==> config.mk <==
export PLATFORM = sky130hd
export DESIGN_NAME = bypass_array_mult
export DESIGN_NICKNAME = d
export VERILOG_FILES = /design/src/rtl/rbm_pkg.sv /design/src/rtl/rbm_first_row.sv /design/src/rtl/rbm_csa_row.sv /design/src/rtl/rbm_final_adder.sv /design/src/rtl/bypass_array_mult.sv
export SDC_FILE = /design/constraint.sdc
export NUM_CORES = 1
export LEC_CHECK = 0
export ABC_AREA = 0
export CORE_MARGIN = 3
export CORE_UTILIZATION = 40
export DETAILED_ROUTE_END_ITERATION = 12
export MAX_ROUTING_LAYER = met4
export PLACE_DENSITY_LB_ADDON = 0.05
export SYNTH_ARGS = -nofsm -noshare
export SYNTH_HDL_FRONTEND = slang
export SYNTH_SLANG_ARGS = --single-unit
==> constraint.sdc <==
create_clock -name vclk -period 10.75
set_input_delay 3.225 -clock vclk [all_inputs]
set_output_delay 3.225 -clock vclk [all_outputs]
set_load 0.03 [all_outputs]
==> src/rtl/rbm_pkg.sv <==
package rbm_pkg;

    function automatic logic fa_sum(input logic x, input logic y, input logic z);
        return x ^ y ^ z;
    endfunction

    function automatic logic fa_cout(input logic x, input logic y, input logic z);
        return (x & y) | (x & z) | (y & z);
    endfunction

endpackage

==> src/rtl/rbm_first_row.sv <==
module rbm_first_row #(
    parameter int N = 4
) (
    input  logic [N-1:0] mcand,
    input  logic         mbit,
    output logic         p_bit,
    output logic [N-1:0] sum_q,
    output logic [N-1:0] cry_q
);
    logic [N-1:0] pp_d;

    assign pp_d  = mcand & {N{mbit}};
    assign p_bit = pp_d[0];
    // Remaining partial products move one column right for the next row.
    assign sum_q = {1'b0, pp_d[N-1:1]};
    assign cry_q = '0;
endmodule

==> src/rtl/rbm_csa_row.sv <==
module rbm_csa_row #(
    parameter int N    = 4,
    parameter bit HALF = 1'b0
) (
    input  logic [N-1:0] mcand,
    input  logic         sel,
    input  logic [N-1:0] sum_in,
    input  logic [N-1:0] cry_in,
    output logic         p_bit,
    output logic [N-1:0] sum_q,
    output logic [N-1:0] cry_q,
    output logic         busy
);
    import rbm_pkg::*;

    // Active path: inputs gated by the row select (operand isolation).
    logic [N-1:0] pp_d, hs_d, hc_d, s_d, co_d;
    assign pp_d = mcand  & {N{sel}};
    assign hs_d = sum_in & {N{sel}};
    assign hc_d = cry_in & {N{sel}};
    assign busy = (|pp_d) | (|hs_d) | (|hc_d);

    genvar i;
    generate
        for (i = 0; i < N; i++) begin : g_cell
            if (HALF) begin : g_ha
                assign s_d[i]  = pp_d[i] ^ hs_d[i] ^ hc_d[i];
                assign co_d[i] = (pp_d[i] & hs_d[i]) | (hc_d[i] & (pp_d[i] ^ hs_d[i]));
            end else begin : g_fa
                assign s_d[i]  = fa_sum(pp_d[i], hs_d[i], hc_d[i]);
                assign co_d[i] = fa_cout(pp_d[i], hs_d[i], hc_d[i]);
            end
        end
    endgenerate

    // Skip path: inputs gated by the inverted select.
    logic [N-1:0] bs_d, bc_d, byp_sum_d;
    logic [N-2:0] inc_c_d;
    logic         fix_p_d;
    assign bs_d       = sum_in & {N{~sel}};
    assign bc_d       = cry_in & {N{~sel}};
    assign fix_p_d    = bs_d[0] ^ bc_d[0];
    assign inc_c_d[0] = bs_d[0] & bc_d[0];

    generate
        for (i = 0; i < N - 1; i++) begin : g_inc
            assign byp_sum_d[i] = bs_d[i+1] ^ inc_c_d[i];
            if (i < N - 2) begin : g_chain
                assign inc_c_d[i+1] = bs_d[i+1] & inc_c_d[i];
            end
        end
    endgenerate
    assign byp_sum_d[N-1] = 1'b0;

    always_comb begin
        if (sel) begin
            p_bit = s_d[0];
            sum_q = {1'b0, s_d[N-1:1]};
            cry_q = co_d;
        end else begin
            p_bit = fix_p_d;
            sum_q = byp_sum_d;
            cry_q = {1'b0, bc_d[N-1:1]};
        end
    end
endmodule

==> src/rtl/rbm_final_adder.sv <==
module rbm_final_adder #(
    parameter int N = 4
) (
    input  logic [N-1:0] sum_in,
    input  logic [N-1:0] cry_in,
    output logic [N-1:0] hi,
    output logic         cout
);
    import rbm_pkg::*;

    logic [N:0] c_d;
    assign c_d[0] = 1'b0;

    genvar i;
    generate
        for (i = 0; i < N; i++) begin : g_rca
            assign hi[i]    = fa_sum(sum_in[i], cry_in[i], c_d[i]);
            assign c_d[i+1] = fa_cout(sum_in[i], cry_in[i], c_d[i]);
        end
    endgenerate
    assign cout = c_d[N];
endmodule

==> src/rtl/bypass_array_mult.sv <==
module bypass_array_mult #(
    parameter int N = 4
) (
    input  logic [N-1:0]   mcand,
    input  logic [N-1:0]   mplier,
    output logic [2*N-1:0] prod
);
    logic [N-1:0] sum_v [N];
    logic [N-1:0] cry_v [N];
    logic [N-1:0] lo_bits;
    logic [N-1:0] hi_bits;
    logic [N-1:0] row_busy;
    logic         fin_co;

    rbm_first_row #(.N(N)) u_row0 (
        .mcand (mcand),
        .mbit  (mplier[0]),
        .p_bit (lo_bits[0]),
        .sum_q (sum_v[0]),
        .cry_q (cry_v[0])
    );
    assign row_busy[0] = 1'b0;

    genvar j;
    generate
        for (j = 1; j < N; j++) begin : g_row
            rbm_csa_row #(.N(N), .HALF(j == 1)) u_row (
                .mcand  (mcand),
                .sel    (mplier[j]),
                .sum_in (sum_v[j-1]),
                .cry_in (cry_v[j-1]),
                .p_bit  (lo_bits[j]),
                .sum_q  (sum_v[j]),
                .cry_q  (cry_v[j]),
                .busy   (row_busy[j])
            );
        end
    endgenerate

    rbm_final_adder #(.N(N)) u_merge (
        .sum_in (sum_v[N-1]),
        .cry_in (cry_v[N-1]),
        .hi     (hi_bits),
        .cout   (fin_co)
    );

    assign prod = {hi_bits, lo_bits};
endmodule

Word level (Yosys, flattened, before mapping). Cells that the tools add are included.

Flip-flop bits (word level): 0. Bits of input ports: 8. Output and inout bits: 8. Word-level logic and storage cells: 122.

Multiplexer cells: 9. Bitwise gates (word level): 113.

Operators by type and width (count): bitwise AND 1 bit (41); bitwise XOR 1 bit (34); bitwise AND 4 bit (8); bitwise AND 3 x 4 -> 4 bit (6); bitwise OR 1 bit (20); two-way mux 4 bit (3); two-way mux 3 bit (3); two-way mux 1 bit (3); NOT 1 bit (3); bitwise XOR 1 bit, first input constant (1).

Logic depth before layout (Yosys ltp). Gate-level depths: netlist of the first run.

Depth in word-level cells: 24. Mapped depth: 18. Depth with buffers taken out: 16.

Modules after synthesis. A second synthesis of the first run with hierarchy kept.

Cell total of the unflattened synthesis: 166. Area, all modules: 1209.9 sq um.

Modules (own cells, without submodules): rbm_csa_row (g_row[2].u_row ...) (instances 2, cells an instance 51, area an instance 341.6 sq um, seq. area each 0.0 sq um); rbm_csa_row (g_row[1].u_row) (instances 1, cells an instance 45, area an instance 369.1 sq um, seq. area each 0.0 sq um); rbm_final_adder (instances 1, cells an instance 9, area an instance 91.3 sq um, seq. area each 0.0 sq um); rbm_first_row (instances 1, cells an instance 10, area an instance 66.3 sq um, seq. area each 0.0 sq um).

Least setup slack after synthesis of the first run. No wires, ideal clock.

Path kind: input -> output. From: input port mplier[1]. To: output port prod[6]. Arrival time: 6695 ps. Path slack: 830 ps. Stages: 17. Cells stage by stage: buf_4 > buf_4 > and2_1 > ha_1 > and2_1 > o21ba_2 > ha_1 > ha_1 > nand2b_1 > a21oi_1 > fa_1 > mux2_2 > ha_1 > inv_1 > fa_1 > fa_1 > inv_1.

Longest elaborated chain between the ends: 18.

Ends and longest elaborated chain: start: declaration (line bypass_array_mult.sv:5) `input logic [N-1:0] mplier,`; bitwise AND 4 bit, or another cell as far along (line rbm_csa_row.sv:18) `assign pp_d = mcand & {N{sel}};`; bitwise XOR 1 bit, or another cell as far along (line rbm_csa_row.sv:27) `assign s_d[i] = pp_d[i] ^ hs_d[i] ^ hc_d[i];`; two-way mux 3 bit or two-way mux 4 bit (tied branches) (line rbm_csa_row.sv:56) `if (sel) begin`; bitwise AND 3 x 4 -> 4 bit or bitwise AND 4 bit (tied branches) (line rbm_csa_row.sv:19, rbm_csa_row.sv:20); bitwise AND 1 bit (line rbm_pkg.sv:8) `return (x & y) | (x & z) | (y & z);`; bitwise OR 1 bit (2 in series) (line rbm_pkg.sv:8); two-way mux 4 bit (line rbm_csa_row.sv:56); bitwise AND 4 bit (line rbm_csa_row.sv:20) `assign hc_d = cry_in & {N{sel}};`; bitwise AND 1 bit (line rbm_pkg.sv:8); bitwise OR 1 bit (2 in series) (line rbm_pkg.sv:8); two-way mux 4 bit (line rbm_csa_row.sv:56); bitwise AND 1 bit (2 in series) (line rbm_pkg.sv:8); bitwise OR 1 bit (2 in series) (line rbm_pkg.sv:8); bitwise XOR 1 bit * (line rbm_pkg.sv:4) `return x ^ y ^ z;`; end: declaration (line bypass_array_mult.sv:6) `output logic [2*N-1:0] prod`.

Every way passes the cells marked *; elsewhere a longest branch is shown, timed or not.

Worst setup path after layout of the first run.
From: input port mplier[0]. To: output port prod[6].

Longest elaborated chain between the ends: 19.

Ends and longest elaborated chain: bitwise AND 4 bit * (line rbm_first_row.sv:12) `assign pp_d = mcand & {N{mbit}};`; bitwise AND 3 x 4 -> 4 bit (line rbm_csa_row.sv:19) `assign hs_d = sum_in & {N{sel}};`; bitwise XOR 1 bit or bitwise AND 1 bit (tied branches) (line rbm_csa_row.sv:27, rbm_csa_row.sv:28); two-way mux 3 bit or two-way mux 4 bit (tied branches) (line rbm_csa_row.sv:56); bitwise AND 3 x 4 -> 4 bit or bitwise AND 4 bit (tied branches) (line rbm_csa_row.sv:19, rbm_csa_row.sv:20); bitwise AND 1 bit (line rbm_pkg.sv:8); bitwise OR 1 bit (2 in series) (line rbm_pkg.sv:8); two-way mux 4 bit (line rbm_csa_row.sv:56); bitwise AND 4 bit (line rbm_csa_row.sv:20); bitwise AND 1 bit (line rbm_pkg.sv:8); bitwise OR 1 bit (2 in series) (line rbm_pkg.sv:8); two-way mux 4 bit (line rbm_csa_row.sv:56); bitwise AND 1 bit (2 in series) (line rbm_pkg.sv:8); bitwise OR 1 bit (2 in series) (line rbm_pkg.sv:8); bitwise XOR 1 bit * (line rbm_pkg.sv:4).

Marked as above.

==> results summary, run 1 <==
The initial standard-cell utilization of the core came out at ~44%. Yosys attributes the largest share of cell area to fa_1 20%, ha_1 16%, buf_4 6.6%. The kind of end point of the critical path is an output port. The count of buffers from port buffering came out at 16.

The slowest stage of the critical path is the clkdlybuf4s50_1 cell. The standard cell area after detailed placement came out at between 900 and 1000 µm². The detailed-routing iteration count for the pre-antenna-repair pass is 4. The number of nets in the finished design came out at between 100 and 150. The flow ran to the end, and the final reports show no timing, DRC or antenna violations.

The switching power as a share of total power is between 50% and 60%. The area of the die came out at around 2600 µm². The floorplan die height came out at just over 50 µm. The routability congestion estimate from global placement came out at between 0.7 and 0.8. Across the whole layout, storage elements account for 0 µm². The arrival time at the worst endpoint is just over 7000 ps.

The number of diodes came out at 0. The transition time at the pin with the least slew margin came out at roughly 610 ps. The synthesized area came out at 801 µm². The final standard cell area without fillers came out at about 930 µm². The final core utilization is between 50 and 60%.

Summed over all nets, the half-perimeter wirelength after detailed placement is about 1200 µm. The portion of total power attributed to combinational logic came out at between 90% and 100%. The die extent in x is between 50 and 60 µm. In the finished layout, the clock tree contains a buffer count of 0. The number of global-route vias before repair is approximately 620. The synthesized area per cell came out at 8.34 µm².

The path class of the tightest hold or removal check is in2out. The detailed-route vias per instance is 4.94. The DRC violations left came out at 0. The global-route congestion overflow total is 0. The total power divided by cell area came out at 36.2 nW/µm². The portion of the post-synthesis area used by sequential elements is 0%.

The worst slew margin relative to its limit came out at 59.5%. The static power due to leakage came out at ~0.00045 µW. The summed negative setup slack over all endpoints is 0 ps. The worst setup path is launched from a primary input. The post-CTS repair timing setup buffer count came out at 0. The number of hold buffers added after CTS is 0.

The wire length reported by the detailed router is between 1000 and 1500 µm. The number of antenna-violating nets in the routed design is 0. The worst hold slack across all endpoints is 7500 ps.

The post-CTS resize count is 0. The internal power component came out at about 15 µW. The final count of negative-setup-slack endpoints came out at 0.

Setup repair after global routing left no endpoint under its margin. The most critical setup path has its startpoint at mplier[0]. The first-pass GRT wire length came out at ~2700 µm.

The top achievable clock speed came out at 0.0965 GHz. The largest fanout on the critical path is 7. The average wire per cell in the routed design is 11.3 µm.

The share of post-route cells with drive strength above 1 came out at 12.4%. The end point of the critical path is prod[6]. Counting the fill cells in the layout gives 195. The most area-hungry cell type in the Yosys netlist is fa_1. The minimum clock period after layout is 10370 ps. Walking the worst path, the cells encountered are clkdlybuf4s50_1 -> and3_1 -> ha_1 -> nand2_1 -> a21oi_1 -> ha_1 -> ha_1 -> ha_1 -> nand2b_1 -> a21oi_1 -> fa_1 -> mux2_2 -> ha_1 -> inv_1 -> fa_1 -> fa_1 -> inv_1 -> buf_4. The final hold violation count is 0. In the finished design, the share of the clock period the worst path needs comes to 96.4%. The cell count after synthesis came out at between 90 and 100. The number of placement rows came out at 15. The vias after detailed routing came out at about 640. The largest net degree at the start of global routing is 20.

The number of antenna violations at the first check in global routing is 0. By count the netlist is led by 10 x a21oi_1, 10 x ha_1, 10 x nand2_1. The fraction of power consumed by sequential logic is 0%. The category of the critical setup timing path is in2out. When the netlist entered floorplanning its net count stood at approximately 120. The area overhead of the layout relative to synthesis came out at 16.1%. The design has 0 sequential cells. The number of top-level pins is 16. The global routing usage summed across all routing layers came out at 13.2%. Counting stages on the worst path, the most repeated cell is ha_1. The required time of the critical path came out at 7530 ps. The region available for standard cell placement spans between 1500 and 2000 µm². The number of maximum-capacitance constraint violations is 0. The share of total power in the clock network is 0%. In this run, the number of DRC markers left after iteration 0 of detailed routing was 3. The number of unique standard cell types used by synthesis came out at 24. For this run, the slowest stage of the critical path takes between 500 and 600 ps. The count of pins over their slew limit is 0. The switching power summed over all nets came out at roughly 18 µW. Yosys printed 0 warnings. The top cell type's share of synthesized area came out at between 20% and 30%. The worst IR drop on VDD came out at 16.6 µV.
-- layout make-up --
class | instances | area [µm²] | area share, %
well taps | 25 | 31.3 | 3.36
inverters | 5 | 18.8 | 2.02
multi-input cells | 81 | 702 | 75.5
repair buffers | 19 | 178 | 19.1
-- cell usage in the layout, fill, tap and decap left out --
| cell type | synthesis | routed |
|---|---|---|
| nor2_1 | 4 | 4 |
| mux2_2 | 2 | 2 |
| nor2b_1 | 1 | 1 |
| o21ai_0 | 3 | 3 |
| inv_1 | 5 | 5 |
| nand2b_1 | 8 | 8 |
| a21oi_1 | 10 | 10 |
| nand3b_4 | 2 | 2 |
| nand2_1 | 10 | 10 |
| buf_4 | 7 | 6 |
| dlymetal6s2s_1 | 0 | 1 |
| and2_1 | 7 | 7 |
| nor3b_2 | 1 | 1 |
| nand3_1 | 4 | 4 |
| o21ba_2 | 1 | 1 |
| a21bo_1 | 1 | 1 |
| clkdlybuf4s50_1 | 0 | 12 |
| fa_1 | 8 | 8 |
| nand3b_1 | 2 | 2 |
| and3b_1 | 1 | 1 |
| a31oi_4 | 1 | 1 |
| and3_1 | 3 | 3 |
| mux2i_1 | 2 | 2 |
| ha_1 | 10 | 10 |
-- power groups by stage --
stage | clock network (µW) | registers (µW) | logic [µW]
after floorplan | 0 | 0 | 24.9
final | 0 | 0 | 33.6
after global routing | 0 | 0 | 37.6
after global placement | 0 | 0 | 33.8
after detailed placement | 0 | 0 | 33.8
after CTS | 0 | 0 | 34.2
-- worst max-delay path: cells and delay by family --
family | cells | cell delay, ps
AO/OA/AOI/OAI | 2 | 160
adder cells (fa/ha/maj) | 8 | 2440
buffers and inverters | 4 | 810
multiplexers | 1 | 140
AND/OR/NAND/NOR | 3 | 370
-- metrics by stage --
stage	power [µW]	instances	setup slack, ps
finish	33.6	130	383
global route	37.6	130	121
CTS	34.2	130	198
detailed placement	33.8	130	219
global placement	33.8	130	239
floorplan	24.9	96	830
-- logic make-up (layout without fill, tap and decap cells) --
kind of cell | count (synthesis) | after routing | synth area share (%)
AND/OR/NAND/NOR | 43 | 43 | 33.4
AO/OA/AOI/OAI | 16 | 16 | 13.3
buffers and inverters | 15 | 24 | 12.3
adder cells (fa/ha/maj) | 18 | 18 | 35.6
multiplexers | 4 | 4 | 5.31
-- routing by layer --
layer  vias to the layer above  GRT usage, %  routed length (µm)
met5                         -             -                   0
met4                         0             0                   0
met3                         0         0.593                  41
met2                         9          22.0                 684
met1                       297          18.8                 737
li1                        336             -                   -
-- worst min-delay path by stage --
stage,startpoint,endpoint,slack [ps],cells after the start
6_report,mplier[1],prod[5],7500,8
5_1_grt,mplier[1],prod[5],7570,8
2_1_floorplan,mplier[0],prod[0],6690,2
3_3_place_gp,mcand[3],prod[6],7590,6
4_1_cts,mcand[3],prod[6],7610,6
3_5_place_dp,mcand[3],prod[6],7620,6
Note: power is estimated with default switching activity, not from simulation.
==> inputs of run 2 (changes only) <==
--- a/config.mk
+++ b/config.mk
@@ -9,6 +9,7 @@
 export CORE_MARGIN = 3
 export CORE_UTILIZATION = 40
 export DETAILED_ROUTE_END_ITERATION = 12
+export GPL_TIMING_DRIVEN = 0
 export MAX_ROUTING_LAYER = met4
 export PLACE_DENSITY_LB_ADDON = 0.05
 export SYNTH_ARGS = -nofsm -noshare
==> results summary, run 2 (synthesis gave the netlist of run 1 again) <==
The flow ran to the end, and the final reports show no timing, DRC or antenna violations. The detailed-route vias per instance came out at 4.85 (-1.7%). The number of placement rows was 15 (unchanged). The worst slack at placement came out at -369 ps (-588 ps). The static power due to leakage came out at 0.000471 µW (+5.4%). The first-pass GRT wire length came out at 2830 µm (+3.8%).

The final core utilization is 54.4% (+2.8 points). The global routing usage summed across all routing layers is 13.7% (+0.52 points). The largest fanout on the critical path came out at 10 (+3).

The critical path is of the in2out type. The final standard cell area without fillers was 980 µm² (+5.4%). The most critical setup path has its endpoint at prod[6]. The transition time at the pin with the least slew margin is 307 ps (-299 ps). The count of buffers from port buffering came out at 15 (-1). The number of diodes is 0 (unchanged).

The number of maximum-capacitance constraint violations came out at 0 (unchanged). The final critical-path setup slack is 198 ps (-185 ps). The instance count after placement with tap cells included is 136 (+4.6%).

The floorplan die height came out at 50.7 µm (unchanged). The global-route congestion overflow total is 0 (unchanged). The largest net degree at the start of global routing was 11 (-45%). The total power divided by cell area is 37.3 nW/µm² (+3.0%).

In this run the worst hold path is classified as in2out. The core footprint came to 1800 µm² (unchanged). The worst IR drop on VDD came to 17.5 µV (+5.8%). The number of top-level pins came out at 16 (unchanged).

The average wire per cell in the routed design is 11.3 µm (about the same). The worst slew margin relative to its limit came out at 79.5% (+20 points). The most common cell after layout, fill and taps aside is clkdlybuf4s50_1. The final count of negative-setup-slack endpoints is 0 (unchanged).

The number of global-route vias before repair is 646 (+3.7%). The flip-flop and latch area came out at 0 µm² (unchanged). The minimum clock period after layout is 10550 ps (+185 ps). The ratio of final minimum period to clock period is 98.2% (+1.7 points). The area overhead of the layout relative to synthesis is 22.3%. The wire length reported by the detailed router came out at 1530 µm (+4.6%). The top achievable clock speed came out at 0.0948 GHz (-1.7%).

The number of antenna violations at the first check in global routing was 0 (unchanged). The sequential cell count came out at 0 (unchanged). The post-CTS repair timing setup buffer count came out at 0 (unchanged). The layout clock buffer count came out at 0 (unchanged). The final hold violation count is 0 (unchanged). The arrival time at the worst endpoint came out at 7330 ps (+190 ps). The area of the die is 2570 µm² (unchanged).

STA classifies the critical path endpoint as an output port. The number of standard cells in the layout, taps in and fillers out came out at 136 (+4.6%). The standard cell area after detailed placement came out at 982 µm² (+5.9%). The half-perimeter wire length after placement was 1260 µm (+3.5%). The worst hold slack across all endpoints is 7090 ps (-404 ps). Tracing the worst setup path back leads to its startpoint at mplier[1]. The critical path launch point type is a primary input. The number of nets in the finished design came out at 139 (+4.5%). The die extent in x came to 50.7 µm (unchanged).

The share of post-route cells with drive strength above 1 is 17.1% (+4.7 points). The initial standard-cell utilization of the core came to 44.4% (unchanged). The vias after detailed routing came out at 660 (+2.8%). The routability congestion estimate from global placement is 0.804 (+3.2%). The number of hold buffers added after CTS is 0 (unchanged). The required time of the critical path is 7530 ps (about the same). The DRC violations left came out at 0 (unchanged). The number of antenna-violating nets in the routed design is 0 (unchanged). The top cell types in the final layout, fill and taps aside, are 12 x clkdlybuf4s50_1, 10 x a21oi_1, 10 x nand2_1, 10 x ha_1. The number of DRC violations after detailed-routing iteration 0 is 12 (+9).

The count of pins over their slew limit was 0 (unchanged). The detailed-routing iteration count for the pre-antenna-repair pass is 4 (unchanged).
run 2: power by group:
group	switching, µW	total [µW]	internal [µW]
registers	0	0	0
logic	19.3	36.5	17.2
clock network	0	0	0
total	19.3	36.5	17.2
run 2: worst max-delay path: stages:
cell,delay [ps]
clkdlybuf4s50_1,440
buf_6,160
buf_6,140
and2_1,130
ha_1,290
and2_1,170
o21ba_2,220
ha_1,190
ha_1,270
nand2b_1,90
a21oi_1,90
fa_1,510
mux2_2,140
ha_1,140
inv_1,50
fa_1,380
fa_1,490
inv_1,40
buf_2,160
run 2: worst min path at each step:
stage | startpoint | endpoint | slack (ps) | depth (start not counted)
floorplan | mplier[0] | prod[0] | 6690 | 2
global placement | mplier[3] | prod[6] | 7520 | 5
detailed placement | mplier[3] | prod[7] | 7520 | 5
CTS | mplier[3] | prod[6] | 7210 | 5
global route | mplier[3] | prod[6] | 7160 | 5
finish | mplier[3] | prod[6] | 7090 | 5
run 2: repair_timing:
action	in CTS	in global routing
cloned	0	0
endpoints found under the setup margin	3	3
hold endpoints to repair	0	0
gates resized for setup	6	7
pin swaps	0	0
run 2: stage by stage:
stage                     power (µW)  TNS (ps)
after floorplan                 24.9         0
after global placement          36.6      -647
after detailed placement        37.2      -800
after CTS                       36.8         0
after global routing            40.6     -11.0
final                           36.5         0
run 2: cell type report:
class / instances / area [µm²]
multi-input cells: 81 / 702
fillers: 182 / 822
well taps: 25 / 31.3
inverters: 5 / 18.8
plain buffers: 10 / 87.6
repair buffers: 15 / 140
run 2: metal layers:
layer  wire, µm  up-vias  share of wire (%)  GRT usage, %
met2        727        9                 48          22.2
met3         47        0                3.1         0.593
li1           -      352                  -             -
met4          0        0                  0             0
met1        755      299                 49          20.1
met5          0        -                  0             -
